==> src/rtl/cfgp_pkg.sv <==
// Package: shared key values, register indices and the per-device record
// of the configuration index port.
package cfgp_pkg;
    localparam logic [7:0] KEY_OPEN  = 8'h5A;
    localparam logic [7:0] KEY_CLOSE = 8'hA5;

    localparam logic [7:0] RX_ID     = 8'h00;
    localparam logic [7:0] RX_LDN    = 8'h07;
    localparam logic [7:0] RX_PB_LO  = 8'h26;
    localparam logic [7:0] RX_PB_HI  = 8'h27;
    localparam logic [7:0] RX_BANK0  = 8'h30;
    localparam logic [7:0] RX_EN     = 8'h30;
    localparam logic [7:0] RX_BHI    = 8'h60;
    localparam logic [7:0] RX_BLO    = 8'h61;
    localparam logic [7:0] RX_IRQ    = 8'h70;

    typedef struct packed {
        logic        en;
        logic [15:0] base;
        logic [7:0]  irq;
    } ldev_cfg_t;
endpackage

==> src/rtl/cfgp_gate.sv <==
// Module: cfgp_gate
// Does: holds the open/sealed state and the current register index, both
//       driven by index-port writes.
// Assumes: idx_wr is a one-cycle strobe. Key values are never stored as an
//          index.
module cfgp_gate
    import cfgp_pkg::*;
(
    input  logic       clk,
    input  logic       rst_n,
    input  logic       idx_wr,
    input  logic [7:0] wdata,
    output logic       open,
    output logic [7:0] index
);
    // Key detection and index capture.
    always_ff @(posedge clk) begin
        if (!rst_n) begin
            open  <= 1'b0;
            index <= 8'h00;
        end else if (idx_wr) begin
            if (!open) begin
                if (wdata == KEY_OPEN) open <= 1'b1;
            end else if (wdata == KEY_CLOSE) begin
                open <= 1'b0;
            end else if (wdata != KEY_OPEN) begin
                index <= wdata;
            end
        end
    end
endmodule

==> src/rtl/cfgp_bank.sv <==
// Module: cfgp_bank
// Does: the register bank of one logical device (enable, base, interrupt),
//       with its read-back multiplexer.
// Assumes: wr_en already qualifies the open state, the data port and the
//          device selection.
module cfgp_bank
    import cfgp_pkg::*;
(
    input  logic       clk,
    input  logic       rst_n,
    input  logic       wr_en,
    input  logic [7:0] index,
    input  logic [7:0] wdata,
    output ldev_cfg_t  cfg,
    output logic [7:0] rdata
);
    // Register updates on a qualified data-port write.
    always_ff @(posedge clk) begin
        if (!rst_n) begin
            cfg <= '0;
        end else if (wr_en) begin
            case (index)
                RX_EN:   cfg.en         <= wdata[0];
                RX_BHI:  cfg.base[15:8] <= wdata;
                RX_BLO:  cfg.base[7:0]  <= wdata;
                RX_IRQ:  cfg.irq        <= wdata;
                default: ;
            endcase
        end
    end

    // Read-back of the addressed bank register.
    always_comb begin
        case (index)
            RX_EN:   rdata = {7'b0, cfg.en};
            RX_BHI:  rdata = cfg.base[15:8];
            RX_BLO:  rdata = cfg.base[7:0];
            RX_IRQ:  rdata = cfg.irq;
            default: rdata = 8'h00;
        endcase
    end
endmodule

==> src/rtl/cfg_index_port.sv <==
// Module: cfg_index_port
// Does: keyed index/data configuration space with global registers and
//       per-device banks selected by a logical-device selector.
// Assumes: io_wr and io_rd are never high together. io_rdata is a
//          combinational result valid during io_rd.
module cfg_index_port
    import cfgp_pkg::*;
#(
    parameter int          NUM_LDN       = 16,
    parameter logic [15:0] IMPL_MASK     = 16'h0220,
    parameter logic [7:0]  DEV_ID        = 8'hB7,
    parameter logic [15:0] CFG_PORT_BASE = 16'h0A2E
) (
    input  logic                   clk,
    input  logic                   rst_n,
    input  logic                   io_wr,
    input  logic                   io_rd,
    input  logic                   io_addr,
    input  logic [7:0]             io_wdata,
    output logic [7:0]             io_rdata,
    output logic [NUM_LDN-1:0]     dev_en,
    output logic [16*NUM_LDN-1:0]  dev_base,
    output logic [8*NUM_LDN-1:0]   dev_irq
);
    localparam int LDN_W = (NUM_LDN > 1) ? $clog2(NUM_LDN) : 1;

    logic             cfg_open;
    logic [7:0]       cfg_index;
    logic [7:0]       cfg_ldn;
    logic             data_wr;
    logic             sel_ok;
    logic [LDN_W-1:0] sel_idx;
    logic [7:0]       bank_rd [NUM_LDN];

    // Index-port state: open/sealed flag and current index.
    cfgp_gate u_gate (
        .clk    (clk),
        .rst_n  (rst_n),
        .idx_wr (io_wr && !io_addr),
        .wdata  (io_wdata),
        .open   (cfg_open),
        .index  (cfg_index)
    );

    assign data_wr = io_wr && io_addr && cfg_open;
    assign sel_idx = cfg_ldn[LDN_W-1:0];
    assign sel_ok  = ({24'b0, cfg_ldn} < NUM_LDN) && IMPL_MASK[sel_idx];

    // Logical-device selector register.
    always_ff @(posedge clk) begin
        if (!rst_n)
            cfg_ldn <= 8'h00;
        else if (data_wr && cfg_index == RX_LDN)
            cfg_ldn <= io_wdata;
    end

    // One bank per implemented device. Absent devices read and drive zero.
    for (genvar n = 0; n < NUM_LDN; n++) begin : g_ldev
        if (IMPL_MASK[n]) begin : g_impl
            ldev_cfg_t cfg;
            cfgp_bank u_bank (
                .clk   (clk),
                .rst_n (rst_n),
                .wr_en (data_wr && cfg_index >= RX_BANK0 &&
                        {24'b0, cfg_ldn} == n),
                .index (cfg_index),
                .wdata (io_wdata),
                .cfg   (cfg),
                .rdata (bank_rd[n])
            );
            assign dev_en[n]            = cfg.en;
            assign dev_base[16*n +: 16] = cfg.base;
            assign dev_irq[8*n +: 8]    = cfg.irq;
        end else begin : g_absent
            assign bank_rd[n]           = 8'h00;
            assign dev_en[n]            = 1'b0;
            assign dev_base[16*n +: 16] = 16'h0000;
            assign dev_irq[8*n +: 8]    = 8'h00;
        end
    end

    // Read multiplexer across the lock state, the ports and the two ranges.
    always_comb begin
        if (!io_rd)
            io_rdata = 8'h00;
        else if (!cfg_open)
            io_rdata = 8'hFF;
        else if (!io_addr)
            io_rdata = cfg_index;
        else if (cfg_index >= RX_BANK0)
            io_rdata = sel_ok ? bank_rd[sel_idx] : 8'h00;
        else begin
            case (cfg_index)
                RX_ID:    io_rdata = DEV_ID;
                RX_LDN:   io_rdata = cfg_ldn;
                RX_PB_LO: io_rdata = CFG_PORT_BASE[7:0];
                RX_PB_HI: io_rdata = CFG_PORT_BASE[15:8];
                default:  io_rdata = 8'h00;
            endcase
        end
    end
endmodule

==> config.mk <==
export PLATFORM = sky130hd
export DESIGN_NAME = cfg_index_port
export DESIGN_NICKNAME = d
export VERILOG_FILES = /design/src/rtl/cfgp_pkg.sv /design/src/rtl/cfgp_gate.sv /design/src/rtl/cfgp_bank.sv /design/src/rtl/cfg_index_port.sv
export SDC_FILE = /design/constraint.sdc
export NUM_CORES = 1
export LEC_CHECK = 0
export ABC_CLOCK_PERIOD_IN_PS = 5100
export BUFFER_PORTS_ARGS = -buffer_cell sky130_fd_sc_hd__buf_4
export CORE_AREA = 8 8 158 160
export CTS_CLUSTER_SIZE = 16
export DETAILED_ROUTE_END_ITERATION = 16
export DIE_AREA = 0 0 166 168
export GPL_TIMING_DRIVEN = 0
export HOLD_SLACK_MARGIN = 0.12
export SYNTH_ARGS = -nofsm -noshare
export SYNTH_HDL_FRONTEND = slang
export SYNTH_SLANG_ARGS = --single-unit
==> constraint.sdc <==
create_clock -name clk -period 5.1 [get_ports clk]
set_input_delay 1.02 -clock clk [delete_from_list [all_inputs] [get_ports clk]]
set_output_delay 1.02 -clock clk [all_outputs]
set_load 0.02 [all_outputs]
; ---- After elaboration in Yosys (flattened, before gate mapping)
; Memory sizes are Yosys's and may differ from the RTL's. A register that Yosys moved wholly into a read port is not among the register bits.
; Cells that the tools add are included.
[word_totals]
reg_bits = 67
rom_bits = 16
inputBits = 13
output_inout_bits = 408
elab_cells = 66
n_memories = 1
[classes]
magnitude_cmp = 4
eq_ne = 12
mux = 17
bitwise_logic = 2
n_reduce_logical = 19
[mem_list]
columns = memory, words, word_bits, read_ports, rd_clocked_by_memory_dff, wr, line
row1 = (name not given), 16, 1, 1, 1, 0, cfg_index_port.sv:47  ; assign sel_ok = ({24'b0, cfg_ldn} < NUM_LDN) && IMPL_MASK[sel_idx];
[ops]
columns = op, count
row1 = $pmux 8 s4, 3
row2 = $mux 8, 7
row3 = $bmux 8 s4, 1
row4 = $eq 8x7->1 const B, 4
row5 = $eq 8x6->1 const B, 3
row6 = $eq 8x3->1 const B, 2
row7 = $reduce_and 2->1, 8
row8 = $eq 8x4->1 const B, 1
row9 = $eq 8x8->1 const B, 1
row10 = $ge 8x6->1 const B, 1
row11 = $logic_and 1x1->1, 8
row12 = $logic_not 8->1, 1
row13 = $lt 8x5->1 const B, 1
row14 = $mux 4, 2
row15 = $ne 8x7->1 const B, 1
row16 = $ge 5x5->1 const B, 1
row17 = $lt 4x5->1 const B, 1
row18 = $not 4->5, 1
row19 = $mux 1, 4
row20 = $reduce_and 4->1, 1
row21 = $logic_not 1->1, 1
row22 = $not 1->1, 1

; ---- Logic depth before layout (Yosys ltp)
; Gate-level depths: netlist of run 1.
[logic_depth]
word_depth = 10
mapped_depth = 8
ltp_nobuf = 5

; ---- Cells and area by module
; A second synthesis of run 1 with hierarchy kept.
[unflattened]
cells_unflattened = 741
hier_area_um2 = 6334.8
[modules_own_cells]
columns = mod, n_inst, cells_per_inst, area_per_inst_um2, seq_area_each_um2
row1 = cfg_index_port, 1, 445, 3429.5, 180.2
row2 = cfgp_bank, 2, 124, 1239.9, 500.5
row3 = cfgp_gate, 1, 48, 425.4, 180.2

; ---- Worst setup path after synthesis of run 1
; Ideal clock, no wire load.
[synth_timing]
path_type = reg2out
from = reg u_gate.index[0]
to = out io_rdata[2]
arrival_time_ns = 2.289
t_required_ns = 4.080
setup_slack_ns = 1.791
path_stages_with_launch = 9
n_path_buf = 3
cell_sequence = dfxtp_1 > buf_6 > or4_4 > buf_6 > nor4_2 > buf_2 > a222oi_1 > o221ai_1 > o211a_1
[synth_between]
elab_chain_cells = 10
[synth_lines]
columns = element, line
row1 = "start, declared", cfgp_gate.sv:14  ; output logic [7:0] index
row2 = "start signal, assigned", cfgp_gate.sv:27  ; index <= wdata;
row3 = $eq 8x7->1 or $eq 8x6->1 (tied branches), cfgp_bank.sv:34  ; case (index)
row4 = $pmux 8 s4, cfgp_bank.sv:34
row5 = $bmux 8 s4, cfg_index_port.sv:91  ; io_rdata = sel_ok ? bank_rd[sel_idx] : 8'h00;
row6 = $mux 8 (not written as such) (2 in series), cfg_index_port.sv:91
row7 = $mux 8, cfg_index_port.sv:91
row8 = $mux 8 (*), cfg_index_port.sv:90  ; else if (cfg_index >= RX_BANK0)
row9 = $mux 8 (*), cfg_index_port.sv:88  ; else if (!io_addr)
row10 = $mux 8 (*), cfg_index_port.sv:86  ; else if (!cfg_open)
row11 = $mux 8 (*), cfg_index_port.sv:84  ; if (!io_rd)
row12 = "end, declared", cfg_index_port.sv:20  ; output logic [7:0] io_rdata,
; Every way passes the cells marked *; elsewhere a longest branch is shown, timed or not. The select of a mux whose other input is x is not followed.

; ---- Worst setup path after layout of run 1
[layout_timing]
from = reg u_gate.index[0]
to = out io_rdata[5]
; Same word-level chain as after synthesis.

==> results.tsv, run 1 <==
metric	value	unit
grt-ovfl-total	0	
regArea	1360	um^2
cts.htree.levels	3	
gp_congestion	0.886	
final_antenna_net_count	0	
ys_warn_count	0	
cp_max_fo	10	
synth-edff-count	0	
dieHeight	168	um
dp_hpwl	16700	um
drcViolationCount	0	
clock_path_buffers	2	
drt_iter0_drc	273	
dieArea	27900	um^2
cts_setup_buffers	0	
grt_usage	13.1	%
insertion_delay	340	ps
achievable-frequency	236	MHz
ctsRootBufferMaster	clkbuf_16	
io_buffers	64	
slew_viol_final	0	
multi_input_area	3300	um^2
setup_viol	0	
dr_total_vias	4898	
grt_pass1_wl	28800	um
antennaDiodeCount	0	
vdd_drop_max	0.000152	V
use_met1	14.2	%
synth_cells	708	
cts_tree	yes	
ios	421	
cp_slowest_stage_delay	650	ps
cts_resized	0	
setup_slack	866	ps
crit_required	4080	ps
numCtsBuffers	9	
final-hold-violation-count	0	
finalCritPeriodShare	83.0	%
finalClockSkew	7.07	ps
yosysUniqueCellTypes	48	
syn_area_per_cell	8.63	um^2
clock-sinks	68	
start_util	27.3	%
worstMarginPinSlew	1070	ps
path_clk_slew	60	ps
relSlewSlack	28.6	%
core-area	22400	um^2
critPathKind	register to output pin	
cap_violations	0	
worstPathArrival	3210	ps
p_leak	4.64	nW
setup-tns-final	0	ps
fillers	2363	
cellPowerDensity	201	nW/um^2
crit_slowest_cell	nor4_2	
drt-wirelength-per-cell	13.9	um
use_met2	24.6	%
synthArstFlopShare	0	%
die_x	166	um
use_met3	4.00	%
drive_above_1_share	38.9	%
drt_wl_total	19800	um
cts_hold_buf	0	
final_nets	1145	
cp-start-kind	register	
r2r_slack	2210	ps
grt_max_degree	13	
rsz0062_at_grt	no	
antenna_found_initial	0	
hold_path_class	register to register	
status	finished, final reports clean	
rows	55	
yosysSeqAreaShare	22.3	%
end_kind	output pin	
crit_chain	buf_6 > or4_4 > buf_6 > nor4_2 > buf_2 > a222oi_1 > o221ai_1 > o211a_1 > buf_4	
period_needed	4230	ps
synth_seq_cells	68	
grt.busiest_layer	met2	
ys.flop_type	dfxtp_1	
viasPerCell	3.44	
place_ws	1260	ps
grt_pass1_vias	4400	
cpMostUsedCell	buf_6	
syn-cell-area	6110	um^2
area_delta_synth_final	40.5	%
dr.pass1.iters	5	
## sequential cells by signal, indices dropped and copies added, names as in the netlist, named ones only
register and flops:
cfg_ldn 8, g_ldev.g_impl.u_bank.cfg 50, u_gate.index 8, u_gate.open 1
## worst paths after layout
path,startpoint,to,cells past startpoint
setup / recovery,u_gate.index[0],io_rdata[5],9
setup reg to reg,u_gate.index[7],g_ldev[5].g_impl.u_bank.cfg[14],6
hold / removal,g_ldev[5].g_impl.u_bank.cfg[8],g_ldev[5].g_impl.u_bank.cfg[8],2
hold reg to reg,g_ldev[5].g_impl.u_bank.cfg[8],g_ldev[5].g_impl.u_bank.cfg[8],2
## synth_stat cells (all sizes together), types with 4 or more instances
| library cell | n | area [um^2] |
|---|---|---|
| buf | 359 | 2680 |
| dfxtp | 68 | 1360 |
| mux2i | 67 | 671 |
| nor2b | 64 | 400 |
| clkbuf | 20 | 75.1 |
| nand2 | 15 | 56.3 |
| nor3 | 11 | 97.6 |
| a21oi | 9 | 45.0 |
| a21boi | 7 | 52.6 |
| a222oi | 7 | 70.1 |
| a2bb2oi | 7 | 61.3 |
| nor4 | 6 | 43.8 |
| a21o | 5 | 37.5 |
| nand3 | 5 | 25.0 |
| nand4 | 5 | 31.3 |
| and3 | 4 | 25.0 |
| nor2 | 4 | 15.0 |
| o211a | 4 | 40.0 |
| o21ai | 4 | 20.0 |
| o221a | 4 | 45.0 |
| o221ai | 4 | 35.0 |
## per-layer routing
metal  share of wire (%)  wire [um]
met3                 7.9       1570
met4                 1.3        259
met1                  37       7430
met5                   0          0
met2                  53      10600
## per-stage QoR
stage,util [%],power (W),instance area [um^2],cells,hold WS [ps]
2_1_floorplan,-,0.00100,7420,1057,491
3_3_place_gp,36.9,0.00103,8260,1406,528
3_5_place_dp,36.9,0.00103,8260,1406,533
4_1_cts,38.4,0.00170,8590,1422,540
5_1_grt,38.4,0.00179,8590,1422,566
6_report,38.4,0.00173,8590,1422,537
## power breakdown
group	switching (W)	leakage, nW	total [W]	internal (W)
clock network	0.000239	0.151	0.000679	0.000440
registers	0.0000000339	0.547	0.000531	0.000531
logic	0.000316	3.94	0.000517	0.000200
## final cells by class
cell class / count / area share, %
clock buffers: 10 / 2.78
well taps: 285 / 4.15
flip-flops and latches: 68 / 15.9
inverters: 3 / 0.131
clock inverters: 6 / 1.02
multi-input cells: 607 / 38.4
plain buffers: 379 / 32.1
repair buffers: 64 / 5.60
## worst max-delay path, delay by kind of cell, from the launching register on
family	cells	cell delay, ps
AOI/OAI and AO/OA	3	580
buffers and inverters	4	800
and+or+nand+nor	2	1180
DFF	1	300
## cells by family (layout without fill, tap and decap cells)
family	count (synthesis)	count (layout)	synth area share [%]
multiplexers	67	67	11.0
flip-flops	68	68	22.3
other	1	350	0.0613
buffers and inverters	382	462	45.2
XOR/XNOR	1	1	0.143
AND/OR/NAND/NOR	129	129	13.5
AO/OA/AOI/OAI	60	60	7.88
## cell usage in the layout, fill, tap and decap left out, types with 2 or more instances in the layout
cell type,count
nand3_1,5
buf_4,414
o21ai_1,3
nor4bb_1,3
clkbuf_1,20
nor2b_1,64
nor2_1,4
a221oi_1,2
a2bb2oi_1,7
a222oi_1,7
mux2i_1,67
nor3_4,2
o211a_1,4
o221a_1,4
nor4_1,5
conb_1,350
nand2_1,15
inv_1,3
o221ai_1,4
bufinv_16,2
nor3_1,5
buf_1,6
a21o_1,5
buf_6,2
clkbuf_16,9
nand4_1,5
nor3_2,4
a22oi_1,2
and3_1,4
or4_4,2
clkinvlp_4,3
a21oi_1,9
a21boi_1,7
dfxtp_1,68
nand2b_1,3
Power figures use the tool's default switching activity.
==> run 2, diff against run 1 <==
--- a/config.mk
+++ b/config.mk
@@ -5,7 +5,7 @@
 export SDC_FILE = /design/constraint.sdc
 export NUM_CORES = 1
 export LEC_CHECK = 0
-export ABC_CLOCK_PERIOD_IN_PS = 5100
+export ABC_CLOCK_PERIOD_IN_PS = 4000
 export BUFFER_PORTS_ARGS = -buffer_cell sky130_fd_sc_hd__buf_4
 export CORE_AREA = 8 8 158 160
 export CTS_CLUSTER_SIZE = 16
==> constraint.sdc (replaced) <==
create_clock -name clk -period 4 [get_ports clk]
set_input_delay 0.8 -clock clk [delete_from_list [all_inputs] [get_ports clk]]
set_output_delay 0.8 -clock clk [all_outputs]
set_load 0.02 [all_outputs]
==> results.tsv, run 2 (synthesis results as in run 1) <==
metric	value	unit	change
slew_viol_final	0		unchanged
insertion_delay	340	ps	about the same
vdd_drop_max	0.000192	V	+27%
largest_reg_flops	50		unchanged
period_needed	3830	ps	
worstMarginPinSlew	1020	ps	-46.4 ps
regMostFlops	g_ldev.g_impl.u_bank.cfg		
worstPathArrival	3030	ps	-180 ps
viasPerCell	3.41		-0.86%
dieArea	27900	um^2	unchanged
drt_iter0_drc	248		-9.2%
finalClockSkew	7.60	ps	+0.526 ps
rsz0062_at_grt	no		
critPathKind	register to output pin		
status	finished, final reports clean		
layout_commonest_cell	buf_4		
dp_hpwl	16700	um	unchanged
cts.htree.levels	3		unchanged
achievable-frequency	261	MHz	
timing.hold.ws	538	ps	+0.333 ps
wl_met1	7390	um	-0.53%
dr_total_vias	4856		-0.86%
cap_violations	0		unchanged
cts_tree	yes		
biggestRegsByFlops	g_ldev.g_impl.u_bank.cfg x50, cfg_ldn x8, u_gate.index x8		
clock-sinks	68		unchanged
grt_max_degree	13		unchanged
start_util	27.3	%	unchanged
antennaDiodeCount	0		unchanged
finalCritPeriodShare	95.7	%	
cp-start-kind	register		
highest_layer	met4		
io_buffers	64		unchanged
setup_slack	170	ps	-696 ps
cellPowerDensity	256	nW/um^2	+27%
grt_usage	13.1	%	unchanged
dr.pass1.iters	5		unchanged
drcViolationCount	0		unchanged
core-area	22400	um^2	unchanged
dieHeight	168	um	unchanged
gp_congestion	0.886		unchanged
final_antenna_net_count	0		unchanged
layout_common_cells	414 x buf_4, 350 x conb_1, 68 x dfxtp_1		
end_kind	output pin		
die_x	166	um	unchanged
area_delta_synth_final	40.6	%	
relSlewSlack	31.7	%	+3.1 points
clock_path_buffers	2		unchanged
grt_pass1_vias	4400		unchanged
numCtsBuffers	9		unchanged
ios	421		unchanged
setup-tns-final	0	ps	unchanged
rows	55		unchanged
reg2reg_depth	6		unchanged
path_clk_slew	60	ps	about the same
place_inst	1406		unchanged
antenna_found_initial	0		unchanged
met3_length	1600	um	+2.2%
final_nets	1145		unchanged
worstHoldPathCells	2		unchanged
drt-wirelength-per-cell	13.9	um	-0.20%
grt_pass1_wl	28800	um	unchanged
fillers	2360		-0.13%
cts_setup_buffers	0		unchanged
p_leak	4.64	nW	about the same
setup_viol	0		unchanged
crit_required	3200	ps	-880 ps
ctsRootBufferMaster	clkbuf_16		
drt_wl_total	19800	um	-0.20%
dr_wl_met2	10500	um	-0.33%
cp_max_fo	10		unchanged
place_ws	379	ps	-880 ps
drive_above_1_share	38.9	%	unchanged
hold_path_class	register to register		
final_cells	1422		unchanged
grt-ovfl-total	0		unchanged
final-hold-violation-count	0		unchanged
[run 2: changes by cell type in the layout (fill, tap and decap cells not counted)]
cell | previous run | this run
nor4_2 | 1 | 0
nor4_4 | 0 | 1
[run 2: area by class of cell]
class                      count  area [um^2]  area share [%]
clock buffer                  10          239            2.78
clock inverter                 6         87.6            1.02
inverter                       3         11.3           0.131
buffer                       379         2750            32.0
timing repair buffer          64          480            5.59
tap                          285          357            4.15
multi-input combinational    607         3310            38.5
sequential                    68         1360            15.8
[run 2: where the power goes]
| group | total (W) | internal [W] | leakage (nW) | switching, W |
|---|---|---|---|---|
| logic | 0.000659 | 0.000256 | 3.94 | 0.000403 |
| registers | 0.000677 | 0.000677 | 0.547 | 0.0000000416 |
| clock network | 0.000866 | 0.000561 | 0.151 | 0.000305 |
[run 2: worst paths after layout]
kind                                                     start                              end  slack, ps
worst max-delay path                           u_gate.index[5]                      io_rdata[0]        170
worst max register to register                 u_gate.index[7]  g_ldev[5].g_impl.u_bank.cfg[15]       1150
worst min-delay path            g_ldev[5].g_impl.u_bank.cfg[8]   g_ldev[5].g_impl.u_bank.cfg[8]        540
worst min register to register  g_ldev[5].g_impl.u_bank.cfg[8]   g_ldev[5].g_impl.u_bank.cfg[8]        540
[run 2: critical path, cell delays in order (launching register included)]
cell	delay, ps
dfxtp_1	330
clkbuf_1	410
or4bb_1	600
o32ai_1	240
nand4_1	400
o22a_1	320
a21oi_1	210
buf_4	180
[run 2: repair_timing]
| action | in CTS | in global routing |
|---|---|---|
| hold buffers | 0 | 0 |
| endpoints found under the hold margin | 0 | 0 |
| resized for setup | 0 | 1 |
| setup endpoints to repair | 0 | 5 |
[run 2: metal layers]
metal / global-route usage, % / vias to the layer above
met5: 0 / -
met4: 3.08 / 0
met3: 4.00 / 18
met2: 24.6 / 253
met1: 14.2 / 2078
li1: - / 2507
[run 2: stage by stage]
stage | utilization [%] | power, W | area, um^2
6_report | 38.4 | 0.00220 | 8600
5_1_grt | 38.4 | 0.00228 | 8600
4_1_cts | 38.4 | 0.00217 | 8590
3_5_place_dp | 36.9 | 0.00131 | 8260
3_3_place_gp | 36.9 | 0.00131 | 8260
2_1_floorplan | - | 0.00128 | 7420
